## src/rtl/byteclk_pkg.sv

```systemverilog
package byteclk_pkg;

  // 1 when (c - off) mod per falls in the first half of the period
  function automatic logic first_half(input int c, input int off, input int per);
    int r;
    r = (c + per - (off % per)) % per;
    return (r < per / 2);
  endfunction

endpackage

```

## src/rtl/phase_counter.sv

```systemverilog
module phase_counter #(
  parameter int PERIOD = 20,
  parameter int CW     = $clog2(PERIOD)
) (
  input  logic          clk,
  input  logic          rst,
  output logic [CW-1:0] cnt
);
  localparam logic [CW-1:0] LAST = CW'(PERIOD - 1);

  always_ff @(posedge clk) begin
    if (rst)              cnt <= '0;
    else if (cnt == LAST) cnt <= '0;
    else                  cnt <= cnt + 1'b1;
  end

  p_wrap_r1: assert property (@(posedge clk) disable iff (rst)
    (cnt == LAST) |=> (cnt == '0));
endmodule

```

## src/rtl/byte_phase_decode.sv

```systemverilog
module byte_phase_decode
  import byteclk_pkg::*;
#(
  parameter int PERIOD = 20,
  parameter int NUM    = 5,
  parameter int SP_N   = 2,
  parameter int SP_W   = 4,
  parameter int CW     = $clog2(PERIOD)
) (
  input  logic           clk,
  input  logic           rst,
  input  logic [CW-1:0]  cnt,
  input  logic           wide,
  output logic [NUM-1:0] lbc
);
  localparam int HALF = PERIOD / 2;

  logic           sp_q;
  logic           sp_use;
  logic [NUM-1:0] lbc_nxt;

  // spacing is only adopted at the start of a byte period
  assign sp_use = (cnt == '0) ? wide : sp_q;

  always_ff @(posedge clk) begin
    if (rst) sp_q <= 1'b0;
    else     sp_q <= sp_use;
  end

  for (genvar k = 0; k < NUM; k++) begin : g_phase
    assign lbc_nxt[k] = first_half(int'(cnt), k * (sp_use ? SP_W : SP_N), PERIOD);
  end

  always_ff @(posedge clk) begin
    if (rst) lbc <= '0;
    else     lbc <= lbc_nxt;
  end

  p_sel_at_zero_r6: assert property (@(posedge clk) disable iff (rst)
    (sp_q != $past(sp_q)) |-> (cnt == CW'(1)));

  p_first_rise_r3: assert property (@(posedge clk) disable iff (rst)
    (cnt == CW'(1)) |-> lbc[0]);

  p_first_fall_r3: assert property (@(posedge clk) disable iff (rst)
    (cnt == CW'(HALF + 1)) |-> !lbc[0]);

  if (NUM > 1) begin : g_lag
    p_narrow_lag_r4: assert property (@(posedge clk) disable iff (rst)
      !sp_q |-> (lbc[1] == $past(lbc[0], SP_N)));
    p_wide_lag_r5: assert property (@(posedge clk) disable iff (rst)
      sp_q |-> (lbc[1] == $past(lbc[0], SP_W)));
  end
endmodule

```

## src/rtl/aux_clock_decode.sv

```systemverilog
module aux_clock_decode
  import byteclk_pkg::*;
#(
  parameter int PERIOD   = 20,
  parameter int SYM_HIGH = 4,
  parameter int LEAD     = 2,
  parameter int CW       = $clog2(PERIOD)
) (
  input  logic          clk,
  input  logic          rst,
  input  logic [CW-1:0] cnt,
  output logic          bitclk,
  output logic          strobe,
  output logic          symclk
);
  localparam int SYM_PER = PERIOD / 2;

  logic bit_nxt, stb_nxt, sym_nxt;

  always_comb begin
    bit_nxt = ((int'(cnt) % 2) == 1);
    stb_nxt = first_half(int'(cnt), PERIOD - LEAD, PERIOD);
    sym_nxt = ((int'(cnt) % SYM_PER) >= (SYM_PER - SYM_HIGH));
  end

  always_ff @(posedge clk) begin
    if (rst) begin
      bitclk <= 1'b0;
      strobe <= 1'b0;
      symclk <= 1'b0;
    end else begin
      bitclk <= bit_nxt;
      strobe <= stb_nxt;
      symclk <= sym_nxt;
    end
  end

  p_strobe_on_fall_r8: assert property (@(posedge clk) disable iff (rst)
    ((cnt != CW'(1)) && (strobe != $past(strobe))) |-> $fell(bitclk));
endmodule

```

## src/rtl/byteclk_gen.sv

```systemverilog
module byteclk_gen #(
  parameter int PERIOD   = 20,
  parameter int NUM      = 5,
  parameter int SP_N     = 2,
  parameter int SP_W     = 4,
  parameter int SYM_HIGH = 4,
  parameter int LEAD     = 2
) (
  input  logic           osc_clk,
  input  logic           osc_rst,
  input  logic           phase_wide,
  output logic           bit_clk,
  output logic           load_strobe,
  output logic [NUM-1:0] byte_clk,
  output logic           sym_clk
);
  localparam int CW = $clog2(PERIOD);

  logic [CW-1:0] cnt;

  phase_counter #(.PERIOD(PERIOD), .CW(CW)) u_cnt (
    .clk (osc_clk),
    .rst (osc_rst),
    .cnt (cnt)
  );

  byte_phase_decode #(
    .PERIOD(PERIOD), .NUM(NUM), .SP_N(SP_N), .SP_W(SP_W), .CW(CW)
  ) u_bytes (
    .clk  (osc_clk),
    .rst  (osc_rst),
    .cnt  (cnt),
    .wide (phase_wide),
    .lbc  (byte_clk)
  );

  aux_clock_decode #(
    .PERIOD(PERIOD), .SYM_HIGH(SYM_HIGH), .LEAD(LEAD), .CW(CW)
  ) u_aux (
    .clk    (osc_clk),
    .rst    (osc_rst),
    .cnt    (cnt),
    .bitclk (bit_clk),
    .strobe (load_strobe),
    .symclk (sym_clk)
  );

  p_sym_fall_r7: assert property (@(posedge osc_clk) disable iff (osc_rst)
    $fell(sym_clk) |-> (byte_clk[0] != $past(byte_clk[0])));

  p_bit_idle_r1: assert property (@(posedge osc_clk)
    osc_rst |=> (!bit_clk && !load_strobe && !sym_clk && (byte_clk == '0)));
endmodule

```

## config.mk

```make
export PLATFORM = sky130hd
export DESIGN_NAME = byteclk_gen
export DESIGN_NICKNAME = d
export VERILOG_FILES = /design/src/rtl/byteclk_pkg.sv /design/src/rtl/phase_counter.sv /design/src/rtl/byte_phase_decode.sv /design/src/rtl/aux_clock_decode.sv /design/src/rtl/byteclk_gen.sv
export SDC_FILE = /design/constraint.sdc
export NUM_CORES = 1
export LEC_CHECK = 0
export ABC_AREA = 1
export CAP_MARGIN = 40
export CORE_ASPECT_RATIO = 1.4
export CORE_UTILIZATION = 40
export CTS_CLUSTER_SIZE = 10
export DETAILED_ROUTE_END_ITERATION = 8
export DONT_BUFFER_PORTS = 1
export GPL_ROUTABILITY_DRIVEN = 1
export PLACE_DENSITY_LB_ADDON = 0.08
export SLEW_MARGIN = 0
export SYNTH_ARGS = -nofsm -noshare
export SYNTH_HDL_FRONTEND = slang
export SYNTH_HIERARCHICAL = 1
export SYNTH_SLANG_ARGS = --single-unit
```

## constraint.sdc

```tcl
create_clock -name osc_clk -period 14.72 [get_ports osc_clk]
set_clock_uncertainty 0.05 [all_clocks]
set_input_delay 2.208 -clock osc_clk [delete_from_list [all_inputs] [get_ports osc_clk]]
set_output_delay 2.208 -clock osc_clk [all_outputs]
set_load 0.03 [all_outputs]
```

==> results.md <==
* Status: complete, no violations
* HP Start: u_cnt/cnt[0]
* Internal power at 0.000233 W
* DIE AREA at 12300 µm²
* Slew margin rel. at 49.6%
* Register area share after synthesis at 5.91%
* Synth cell types at 51
* Fin Setup TNS at 0 ns
* Worst hold stages at 2
* Final net count at 900
* WL per Instance at 10.9 µm
* Deepest clock path buffer count at 2
* Post_cts resized at 0
* Synth Instances at 859
* # Post-CTS Setup Buffers at 0
* Crit-path leading delay family: simple AND/OR/NAND/NOR gates
* IO Port Bufs at 0
* Initial Util at 41.4%
* GP Congestion at 0.869
* Top cell type's share of synthesized area at 20.0%
* R2r setup slk at 9.18 ns
* Critical path type: in2reg
* Clk pwr share at 10.8%
* Synth-to-layout area growth at 5.41%
* Root buffer cell: clkbuf_16
* Psw at 0.000315 W
* Top cells by count, synth: nand2_1 (252), inv_1 (133), nand3_1 (107)
* Syn Nets at 896
* Max VDD drop at 109 µV
* Worst Setup Start Kind: input port
* Initial antenna violation count at 0
* CP max-delay cell: o21ai_0
* Count of final hold-check violations at 0
* Max Cap Viol at 0
* Max Slew Vio Count at 0
* FILL cells at 1286
* Final period util at 41.8%
* Dominant synthesized flop cell: dfxtp_1
* Vias in the first global route at 4684
* Pleak at 2.81 nW
* Post-DP HPWL at 9170 µm
* Largest cells by area after synthesis: nand2_1 (20%), nand3_1 (11%), inv_1 (11%)
* Final Util at 43.6%
* Fin crit period at 6.15 ns
* CTS clk-pin slew, worst paths at 0.04 ns
* Wirelength, routed at 11000 µm
* Clk sinks at 14
* CTS tree: yes
* Syn_area_per_cell at 5.52 µm²
* Sw Ratio at 57.5%
* Total track usage at 18.6%
* Rows at 46
* Final ANT Viol Nets at 0
* Asr flop ratio synth at 0%
* Yosys reg bits at 14
* R2R depth at 32
* Hold Buf Count CTS at 0
* Crit. End Element: flip-flop
* RSZ-0062 raised after global routing: false
* Detailed-route DRC error count at 0
* Reg area at 280 µm²
* Die width at 94.0 µm
* Max Freq at 163 MHz
* Cell Pwr Density at 110 nW/µm²
* EDFF count, synth at 0
* Area of the multi-input gates at 3840 µm²
* CORE AREA at 11500 µm²
* Die height at 131 µm
* Number of I/O pins at 11
* Num CTS Buffers at 3
* Combinational Power Share at 78.5%
* Critical Path Max Stage Delay at 0.45 ns
* WP buf/inv at 2
* Worst hold path type: reg2reg
* Vias per std cell at 5.10
* Largest area contributor in the netlist: nand2_1
* Layout cells sized above 1 at 12.8%
* Pre-antenna DRT Iters at 4
* R2r endpoint: u_bytes/lbc[1]
* Seq pwr share at 10.8%
* Arr. time, crit path at 6.23 ns
* Most frequent cell after synthesis: nand2_1
* Worst Path Max Fanout at 12
* Violation count after the first detailed-route iteration at 180
* H-Tree Depth at 1
* R2r startpoint: u_cnt/cnt[0]
* Synthesized area at 4740 µm²
* Largest net degree at the start of global routing at 25
* Total gr overflow at 0
* Setup Viol. Count Final at 0
* Clock latency on the worst-skew pair at 0.25 ns
* Ant. Diodes at 0
* Warnings, synthesis at 6
* Worst EP required at 14.80 ns
* First-pass GRT wire length at 19200 µm
* Worst Hold Path EP: u_cnt/cnt[0]
* Vias at 5126
* Crit path top cell by count: nand2_1
* Worst-margin pin slew at 0.748 ns
worst reg2reg max path: cells and delay by family (launching register included):
family | cells | cell delay, ns
AO/OA/AOI/OAI | 2 | 0.71
adder cells (fa/ha/maj) | 3 | 1.22
buffers and inverters | 4 | 0.65
flip-flops | 1 | 0.30
AND/OR/NAND/NOR | 23 | 2.51
power groups by stage:
stage / clock network, W / registers, W / logic (W)
final: 0.0000588 / 0.0000590 / 0.000429
after global routing: 0.0000613 / 0.0000599 / 0.000496
after CTS: 0.0000601 / 0.0000591 / 0.000430
after detailed placement: 0 / 0.0000599 / 0.000428
after global placement: 0 / 0.0000603 / 0.000415
after floorplan: 0 / 0.0000614 / 0.000357
cell usage in the layout, fill, tap and decap left out, drive strengths merged:
cell type  count
or2            5
clkbuf         4
buf            3
ha            34
a21boi         1
a221oi         1
inv          152
nor2          83
nor4           2
o311ai         2
xnor2          6
clkinv         4
a21o           1
a21oi         29
o211ai         2
or4            1
nand2        290
o21ai         29
a31oi          1
o221ai         1
nor3           5
o22ai          3
xor2          25
a22oi          1
o21bai         2
dfxtp         14
nand4         28
nand3        127
o2111ai        1
nand3b         5
cells by family after synthesis:
logic type	count (synthesis)	synth area share, %
xor gates and xnor gates	31	6.68
buffers and inverters	160	13.1
and+or+nand+nor	546	55.8
DFF	14	5.91
AOI/OAI and AO/OA	74	9.56
adders and majority gates	34	8.98
per-stage QoR:
stage	std cells	hold slack, ns	total power (W)	setup slack, ns	cell area (µm²)
6_report	1006	0.565	0.000547	8.57	4990
5_1_grt	1006	0.612	0.000617	8.06	4990
4_1_cts	1006	0.575	0.000549	8.59	4990
3_5_place_dp	1002	0.565	0.000488	8.33	4910
3_3_place_gp	1002	0.563	0.000476	8.42	4910
2_1_floorplan	859	0.469	0.000419	8.99	4740
how the worst max path moves through the flow:
stage / endpoint / startpoint / depth (start not counted) / slack (ns)
floorplan: u_bytes/lbc[4] / phase_wide / 34 / 8.99
global placement: u_bytes/lbc[1] / phase_wide / 29 / 8.42
detailed placement: u_bytes/lbc[1] / phase_wide / 29 / 8.33
CTS: u_bytes/lbc[1] / phase_wide / 29 / 8.59
global route: u_bytes/lbc[1] / phase_wide / 29 / 8.06
finish: u_bytes/lbc[1] / phase_wide / 29 / 8.57
routing by layer:
metal | up-vias | wire length [µm] | track usage (%)
met1 | 2320 | 4790 | 20.2
met2 | 38 | 5860 | 37.8
met4 | 0 | 195 | 5.88
met3 | 15 | 132 | 0.926
met5 | - | 0 | 0
li1 | 2753 | - | -
state kept, by name (all words and copies together) (netlist names):
name / cells
u_aux/strobe: 1
u_cnt/cnt: 5
u_aux/bitclk: 1
u_bytes/sp_q: 1
u_bytes/lbc: 5
u_aux/symclk: 1
layout make-up:
cell class | count | area share, %
clock buffer | 4 | 1.78
inverter | 156 | 11.7
multi-input combinational | 685 | 76.8
sequential | 14 | 5.61
tap | 144 | 3.61
timing repair buffer | 3 | 0.451
No activity file was read; power rests on OpenSTA's default activity.
